==> config.mk <==
export PLATFORM = sky130hd
export DESIGN_NAME = sar2p_ctrl_top
export DESIGN_NICKNAME = d
export VERILOG_FILES = /design/src/rtl/sar2p_pkg.sv /design/src/rtl/sar2p_seq.sv /design/src/rtl/sar2p_word.sv /design/src/rtl/sar2p_ctrl_top.sv
export SDC_FILE = /design/constraint.sdc
export NUM_CORES = 1
export LEC_CHECK = 0
export ABC_AREA = 1
export BUFFER_PORTS_ARGS = -buffer_cell sky130_fd_sc_hd__buf_2
export CAP_MARGIN = 5
export CORE_ASPECT_RATIO = 1.4
export CORE_MARGIN = 1.5
export CORE_UTILIZATION = 35
export DETAILED_ROUTE_END_ITERATION = 10
export GPL_ROUTABILITY_DRIVEN = 0
export SLEW_MARGIN = 10
export SYNTH_ARGS = -nofsm -noshare
export SYNTH_HDL_FRONTEND = slang
export SYNTH_SLANG_ARGS = --single-unit
==> constraint.sdc <==
create_clock -name clk -period 2.3 [get_ports clk]
set_clock_uncertainty 0.05 [all_clocks]
set_input_delay 0.345 -clock clk [delete_from_list [all_inputs] [get_ports clk]]
set_output_delay 0.345 -clock clk [all_outputs]
set_load 0.03 [all_outputs]
==> src/rtl/sar2p_pkg.sv <==
package sar2p_pkg;

  typedef enum logic [1:0] {
    MODE_FULL   = 2'b00,
    MODE_COARSE = 2'b01,
    MODE_FINE   = 2'b10,
    MODE_RSVD   = 2'b11
  } conv_mode_e;

  typedef enum logic [1:0] {
    ST_IDLE,
    ST_SAMP,
    ST_DEC,
    ST_DONE
  } seq_state_e;

endpackage

==> src/rtl/sar2p_seq.sv <==
module sar2p_seq
  import sar2p_pkg::*;
#(
  parameter int DW     = 10,
  parameter int CW_NOM = 4,
  parameter int HW     = 3
) (
  input  logic                   clk,
  input  logic                   rst_n,
  input  logic                   start_i,
  input  conv_mode_e             mode_i,
  input  logic [HW-1:0]          len_i,
  output seq_state_e             state_o,
  output conv_mode_e             mode_o,
  output logic [$clog2(DW)-1:0]  idx_o,
  output logic [$clog2(DW)-1:0]  first_idx_o,
  output logic                   accept_o,
  output logic                   samp_end_o,
  output logic                   dec_o,
  output logic                   dec_last_o
);
  localparam int CW = CW_NOM + 1;
  localparam int FB = DW - CW_NOM;
  localparam int IW = $clog2(DW);
  localparam logic [IW-1:0] IDX_MSB      = IW'(DW - 1);
  localparam logic [IW-1:0] IDX_FINE_TOP = IW'(FB - 1);
  localparam logic [IW-1:0] IDX_CRS_LAST = IW'(DW - CW);
  localparam logic [HW-1:0] CNT_ONE      = HW'(1);

  seq_state_e    state_q;
  conv_mode_e    mode_q;
  logic [HW-1:0] cnt_q;
  logic [IW-1:0] idx_q;
  logic [IW-1:0] last_idx;
  logic [HW-1:0] len_eff;

  assign len_eff     = (len_i == '0) ? CNT_ONE : len_i;
  assign first_idx_o = (mode_q == MODE_FINE) ? IDX_FINE_TOP : IDX_MSB;
  assign last_idx    = (mode_q == MODE_COARSE) ? IDX_CRS_LAST : '0;

  assign accept_o   = (state_q == ST_IDLE) && start_i;
  assign samp_end_o = (state_q == ST_SAMP) && (cnt_q == CNT_ONE);
  assign dec_o      = (state_q == ST_DEC);
  assign dec_last_o = dec_o && (idx_q == last_idx);

  always_ff @(posedge clk) begin
    if (!rst_n) begin
      state_q <= ST_IDLE;
      mode_q  <= MODE_FULL;
      cnt_q   <= '0;
      idx_q   <= '0;
    end else begin
      unique case (state_q)
        ST_IDLE: if (start_i) begin
          mode_q  <= mode_i;
          cnt_q   <= len_eff;
          state_q <= ST_SAMP;
        end
        ST_SAMP: begin
          if (cnt_q == CNT_ONE) begin
            idx_q   <= first_idx_o;
            state_q <= ST_DEC;
          end else begin
            cnt_q <= cnt_q - CNT_ONE;
          end
        end
        ST_DEC: begin
          if (idx_q == last_idx) state_q <= ST_DONE;
          else                   idx_q   <= idx_q - 1'b1;
        end
        ST_DONE: state_q <= ST_IDLE;
        default: state_q <= ST_IDLE;
      endcase
    end
  end

  assign state_o = state_q;
  assign mode_o  = mode_q;
  assign idx_o   = idx_q;
endmodule

==> src/rtl/sar2p_word.sv <==
module sar2p_word #(
  parameter int DW     = 10,
  parameter int CW_NOM = 4
) (
  input  logic                   clk,
  input  logic                   rst_n,
  input  logic                   accept_i,
  input  logic                   fine_i,
  input  logic [CW_NOM-1:0]      preload_i,
  input  logic                   samp_end_i,
  input  logic [$clog2(DW)-1:0]  first_idx_i,
  input  logic                   dec_i,
  input  logic                   dec_last_i,
  input  logic [$clog2(DW)-1:0]  idx_i,
  input  logic                   cmp_i,
  output logic [DW-1:0]          word_o,
  output logic [DW-1:0]          word_nxt_o
);
  localparam int FB = DW - CW_NOM;

  logic [DW-1:0] word_q;
  logic [DW-1:0] nxt;

  always_comb begin
    nxt = word_q;
    if (accept_i) begin
      nxt = fine_i ? {preload_i, {FB{1'b0}}} : '0;
    end else if (samp_end_i) begin
      nxt[first_idx_i] = 1'b1;
    end else if (dec_i) begin
      nxt[idx_i] = cmp_i;
      if (!dec_last_i) nxt[idx_i - 1'b1] = 1'b1;
    end
  end

  always_ff @(posedge clk) begin
    if (!rst_n) word_q <= '0;
    else        word_q <= nxt;
  end

  assign word_o     = word_q;
  assign word_nxt_o = nxt;
endmodule

==> src/rtl/sar2p_ctrl_top.sv <==
module sar2p_ctrl_top
  import sar2p_pkg::*;
#(
  parameter int DW     = 10,
  parameter int CW_NOM = 4,
  parameter int HW     = 3
) (
  input  logic              clk,
  input  logic              rst_n,
  input  logic              start_i,
  input  logic [1:0]        mode_i,
  input  logic [CW_NOM-1:0] preload_i,
  input  logic              cmp_i,
  input  logic [HW-1:0]     sample_len_i,
  output logic [DW-1:0]     dac_o,
  output logic              sample_en_o,
  output logic [DW-1:0]     result_o,
  output logic              done_o
);
  localparam int IW = $clog2(DW);

  conv_mode_e    mode_dec;
  seq_state_e    seq_state;
  conv_mode_e    seq_mode;
  logic [IW-1:0] idx;
  logic [IW-1:0] first_idx;
  logic          accept;
  logic          samp_end;
  logic          dec;
  logic          dec_last;
  logic [DW-1:0] word_nxt;
  logic [DW-1:0] result_q;

  assign mode_dec = (mode_i == 2'b11) ? MODE_FULL : conv_mode_e'(mode_i);

  sar2p_seq #(.DW(DW), .CW_NOM(CW_NOM), .HW(HW)) seq_i (
    .clk         (clk),
    .rst_n       (rst_n),
    .start_i     (start_i),
    .mode_i      (mode_dec),
    .len_i       (sample_len_i),
    .state_o     (seq_state),
    .mode_o      (seq_mode),
    .idx_o       (idx),
    .first_idx_o (first_idx),
    .accept_o    (accept),
    .samp_end_o  (samp_end),
    .dec_o       (dec),
    .dec_last_o  (dec_last)
  );

  sar2p_word #(.DW(DW), .CW_NOM(CW_NOM)) word_i (
    .clk         (clk),
    .rst_n       (rst_n),
    .accept_i    (accept),
    .fine_i      (mode_dec == MODE_FINE),
    .preload_i   (preload_i),
    .samp_end_i  (samp_end),
    .first_idx_i (first_idx),
    .dec_i       (dec),
    .dec_last_i  (dec_last),
    .idx_i       (idx),
    .cmp_i       (cmp_i),
    .word_o      (dac_o),
    .word_nxt_o  (word_nxt)
  );

  always_ff @(posedge clk) begin
    if (!rst_n)        result_q <= '0;
    else if (dec_last) result_q <= word_nxt;
  end

  assign result_o    = result_q;
  assign done_o      = (seq_state == ST_DONE);
  assign sample_en_o = (seq_state == ST_SAMP);
endmodule

# After elaboration in Yosys (flattened, before gate mapping)
# Index checks and enable logic that the tools add are counted.
dict set report word_totals {
  ff_bits 31
  ram_bits 0
  wordCells 70
  latch_bits 0
  mem_bits_ro 0
  mem_count 0
  input_bits 13
}
dict set report op_classes {
  reduce_logical 14
  eq_ne 14
  n_mul 0
  add_sub_neg 2
  bitwise 2
  muxes 26
  n_div 0
  shifts 0
  order_cmp 6
}
# cell n
set op_table {}
lappend op_table {{10-bit 2-to-1 mux} 5}
lappend op_table {{10-bit OR} 2}
lappend op_table {{4-bit by 5-bit < comparator with 1-bit output, second input constant} 3}
lappend op_table {{1-bit demux with 4-bit select} 3}
lappend op_table {{4-bit by 1-bit >= comparator with 1-bit output, second input constant} 3}
lappend op_table {{3-bit 2-to-1 mux} 4}
lappend op_table {{4-bit 2-to-1 mux} 3}
lappend op_table {{10-bit bitwise mux} 1}
lappend op_table {{2-bit equality test, second input constant} 5}
lappend op_table {{3-bit AND reduction} 3}
lappend op_table {{2-bit 2-to-1 mux} 4}
lappend op_table {{2-bit inequality test, second input constant} 4}
lappend op_table {{2-bit one-hot mux with 4 select lines} 1}
lappend op_table {{4-bit one-hot mux with 2 select lines} 1}
lappend op_table {{1-bit logical AND} 6}
lappend op_table {{3-bit one-hot mux with 2 select lines} 1}
lappend op_table {{2-bit by 1-bit equality test with 1-bit output, second input constant} 2}
lappend op_table {{4-bit equality test} 1}
lappend op_table {{2-bit nonzero test} 2}
lappend op_table {{4-bit by 1-bit subtractor with 4-bit output, second input constant} 1}
lappend op_table {{3-bit by 1-bit equality test with 1-bit output, second input constant} 1}
lappend op_table {{3-bit logical NOT} 1}
lappend op_table {{1-bit 2-to-1 mux} 3}
lappend op_table {{3-bit by 1-bit subtractor with 3-bit output, second input constant} 1}
lappend op_table {{3 further kinds} 3}

# Depth between registers and ports, before layout
dict set report depth {
  ltp_word 10
  depth_mapped 13
  depth_no_buf 12
}

# Modules after synthesis
# Synthesis repeated with hierarchy kept, for this count alone.
dict set report unflattened {
  hier_cells 357
  area_unflattened_um2 2135.8
}
# mod cells_per_inst area_per_inst_um2 seq_area_each_um2 instances
set by_module_without_submodules {}
lappend by_module_without_submodules {sar2p_word 165 874.6 200.2 1}
lappend by_module_without_submodules {sar2p_seq 121 819.5 220.2 1}
lappend by_module_without_submodules {sar2p_ctrl_top 71 441.7 200.2 1}

# Worst setup path before layout
# No wires, ideal clock.
dict set report synth_path {
  kind {register to register}
  start {register seq_i.state_q[1] (netlist: seq_i.state_o[1])}
  end {register result_q[8] (netlist: result_o[8])}
  path_slack_ps 491
  setup_ps 109
  arrival_ps 1651
  stages_incl_launch_ff 12
  path_cell_list {dfxtp_1 -> inv_1 -> ha_1 -> nand3_4 -> nand2_4 -> clkinv_1 -> nand3_1 -> o21ai_1 -> nand2_1 -> nand3_1 -> nand2_1 -> inv_1}
}
dict set report synth_via {
  word_cells_on_any_way 10
  cone_classes {eq/ne: 2; mux: 4; reduce/logical: 4}
}
# element line_no
set synth_lines {}
lappend synth_lines {{from (decl)} sar2p_seq.sv:30} ;# seq_state_e state_q;
lappend synth_lines {{from (signal assigned)} sar2p_seq.sv:48} ;# state_q <= ST_IDLE;
lappend synth_lines {{from (signal assigned)} sar2p_seq.sv:57} ;# state_q <= ST_SAMP;
lappend synth_lines {{from (signal assigned)} sar2p_seq.sv:62} ;# state_q <= ST_DEC;
lappend synth_lines {{2-bit by 1-bit equality test with 1-bit output} n/a}
lappend synth_lines {{named net sample_en_o} sar2p_ctrl_top.sv:16} ;# output logic sample_en_o,
lappend synth_lines {{1-bit logical AND} sar2p_seq.sv:42} ;# assign samp_end_o = (state_q == ST_SAMP) && (cnt_q == CNT_ONE);
lappend synth_lines {{10-bit 2-to-1 mux} sar2p_word.sv:28} ;# end else if (samp_end_i) begin
lappend synth_lines {{10-bit 2-to-1 mux} sar2p_word.sv:26} ;# if (accept_i) begin
lappend synth_lines {{to (signal assigned)} sar2p_ctrl_top.sv:70} ;# else if (dec_last) result_q <= word_nxt;
lappend synth_lines {{to (decl)} sar2p_ctrl_top.sv:32} ;# logic [DW-1:0] result_q;
# The timed path passes the listed nets, and every way through them passes these cells.
# A chain may end at the register's enable or synchronous reset.

# Final worst setup path
dict set report layout_path {
  start {register seq_i.state_q[0] (netlist: seq_i.state_o[0])}
  end {register result_q[8] (netlist: result_o[8])}
}
dict set report layout_via {
  elab_chain_cells 6
  word_cells_on_any_way 10
  cone_classes {eq/ne: 2; mux: 4; reduce/logical: 4}
}
# element line_no
set layout_rtl {}
lappend layout_rtl {{2-bit equality test} sar2p_seq.sv:43} ;# assign dec_o = (state_q == ST_DEC);
lappend layout_rtl {{1-bit logical AND} sar2p_seq.sv:44} ;# assign dec_last_o = dec_o && (idx_q == last_idx);
lappend layout_rtl {{10-bit 2-to-1 mux} sar2p_word.sv:32} ;# if (!dec_last_i) nxt[idx_i - 1'b1] = 1'b1;
lappend layout_rtl {{10-bit 2-to-1 mux} sar2p_word.sv:30} ;# end else if (dec_i) begin
lappend layout_rtl {{10-bit 2-to-1 mux} sar2p_word.sv:28}
lappend layout_rtl {{10-bit 2-to-1 mux} sar2p_word.sv:26}
# Parallel ways exist; a longest one is shown, timed or not.

==> results.toml <==
[synth]
synthCells = 267
synth_edf_count = 0
synth_warnings = 0
synth_top_area_frac = 0.334
async_reset_ff_frac = 0
yosys_most_used_dff = "dfxtp_1"
syn-cell-area_sq_um = 1860
yosys.area.top_type = "dfxtp_1"
ys_types = 31
synth.avg_cell_area_sq_um = 6.96
ys_seq_elements = 31
ys_seq_area_frac = 0.334
netlist_top_cells_area = "dfxtp_1, nand2_1, ha_1"
synth_fp_nets = 293

[floorplan]
coreArea_sq_um = 5160
die_y_um = 89.2
initial_core_util = 0.360
die_w_um = 64.6
row_count = 31
dieArea_sq_um = 5760
num_io_pins = 35

[pwr]
p_per_area_nw_per_um2 = 1370
switchingPower_w = 0.00153
ir_drop_mv = 0.658
total_leakage_power_nw = 1.01
clock_power_share = 0.140
p_comb_frac = 0.577
internal_power_w = 0.00145
sequentialPowerShare = 0.283
power.share.switching = 0.513

[placement]
dp.cells = 364
hpwl_um = 3640
placed_area_sq_um = 2100
port-buffer-count = 34

[clock_tree]
cts.sinks = 31
cts_hold_buf = 0
postCtsSetupBuffers = 0
clock_path_buffers = 2
clockRootBuffer = "clkbuf_8"
h-tree-depth = 2
cts_tree = "done"
clk_latency_ns = 0.28
numCtsBuffers = 5
clkTransAtPathRegs_ns = 0.07
cts.repair.resized = 0

[timing]
fmax_ghz = 0.518
tightest_slew_ns = 0.528
hold_viol = 0
period_share = 0.840
final-max-slew-violation-count = 0
finalWorstPathRequiredPeriod_ns = 1.93
setup_viol = 0
grt_setup_unrepaired = "false"
fin_hold_ws_ns = 0.295
setup_tns_ns = 0
max_slew_margin = 0.648

[finish]
layout.cells.non_filler = 372
final_common_cell = "nand2_1"
final_cell_mix = "nand2_1, nor2_1, buf_2"
n_fill_cell = 554
nets = 331
fin_area_sq_um = 2180
drive_above_1_share = 0.193
insertedDiodeCount = 0
register_area_sq_um = 621
multi_input_area_sq_um = 1070
synthToLayoutAreaGrowth_pct = 17.3

[setup_path]
crit_path_max_fanout = 11
rr_startpoint = "seq_i.state_o[0]"
worstPathRequired_ns = 2.44
start_kind = "register"
reg2reg_depth = 10
critPathCaptureType = "register"
r2r_slack_ns = 0.37
cp.arrival_ns = 2.07
rr_endpoint = "result_o[8]"
criticalPathCategory = "reg -> reg"

[route]
drt_wl_total_um = 4720
drt_iter0_drc = 70
vias_per_cell = 4.89
vias = 1818
wl_per_cell_um = 12.7
ant_nets = 0
drc = 0
drt_pass1_iterations = 4

[grt]
grt_pass1_vias = 1695
grt_overflow_total = 0
grt_pass1_wl_um = 7850
antenna_found_initial = 0
grt_usage = 0.177
grt_start_max_net_pins = 21

[hold_path]
min_to = "word_i.word_o[6]"
min_path_type = "in -> reg"
worstHoldStart = "preload_i[0]"
holdPathStages = 3

[outcome]
status = "finished, final reports clean"

[flow_run]
max_cap_viol_count = 0
[per-stage QoR]
stage / total power [W] / utilization / setup WS (ns)
after floorplan: 0.00219 / - / 0.491
after global placement: 0.00257 / 0.406 / 0.368
after detailed placement: 0.00257 / 0.406 / 0.363
after CTS: 0.00301 / 0.423 / 0.364
after global routing: 0.00329 / 0.423 / 0.194
final: 0.00299 / 0.423 / 0.369
[flip-flops by register name, summed over array words and instances (netlist names)]
register,flops
seq_i.mode_o,2
word_i.word_o,10
result_o,10
seq_i.idx_o,4
seq_i.cnt_q,3
seq_i.state_o,2
[synth_stat cells, drive strengths merged (2+ instances only)]
cell,count
buf,4
ha,13
nand2,53
o21a,4
o21ai,24
nor2,38
clkbuf,2
clkinv,2
inv,32
a31oi,3
nand3,20
a211oi,5
a21oi,26
nand4,3
dfxtp,31
[cell type report]
type,count,share of cell area
inverters,34,0.0585
well taps,66,0.0379
flip-flops and latches,31,0.285
clock inverters,2,0.00574
clock buffers,6,0.0333
multi-input cells,196,0.492
repair buffers,37,0.0884
[kinds of logic after synthesis]
kind of cell,after synthesis,share of synthesized area
flip-flops,31,0.334
buffers and inverters,40,0.0895
XOR/XNOR,2,0.0135
AND/OR/NAND/NOR,116,0.281
adder cells (fa/ha/maj),13,0.0875
AO/OA/AOI/OAI,65,0.195
[layer usage]
layer	track usage	part of all wire	vias up
met3	0.0353	0.037	10
li1	-	-	956
met5	0	0	-
met1	0.217	0.44	807
met2	0.313	0.51	45
met4	0.0542	0.014	0
[power by group through the flow]
stage	Clock, W	Combinational, W	Sequential [W]
finish	0.000420	0.00172	0.000846
CTS	0.000433	0.00172	0.000848
floorplan	0	0.00123	0.000959
global route	0.000457	0.00196	0.000869
detailed placement	0	0.00171	0.000861
global placement	0	0.00171	0.000857
[worst max path at each step]
stage	startpoint	end	slack [ns]	cells after the start
after floorplan	seq_i.state_o[1]	result_o[8]	0.49	11
after global placement	seq_i.state_o[0]	result_o[8]	0.37	10
after detailed placement	seq_i.state_o[0]	result_o[8]	0.36	10
after CTS	seq_i.state_o[0]	result_o[8]	0.36	10
after global routing	seq_i.state_o[0]	result_o[8]	0.19	10
final	seq_i.state_o[0]	result_o[8]	0.37	10
[critical path, stage by stage, from the launching register on]
cell      delay [ns]
dfxtp_1         0.38
inv_1           0.08
ha_1            0.38
nand2_4         0.18
clkinv_1        0.23
nand3_1         0.16
o21ai_1         0.09
nand2_1         0.09
nand3_1         0.08
nand2_1         0.08
inv_1           0.03
No activity file was read; power rests on OpenSTA's default activity.
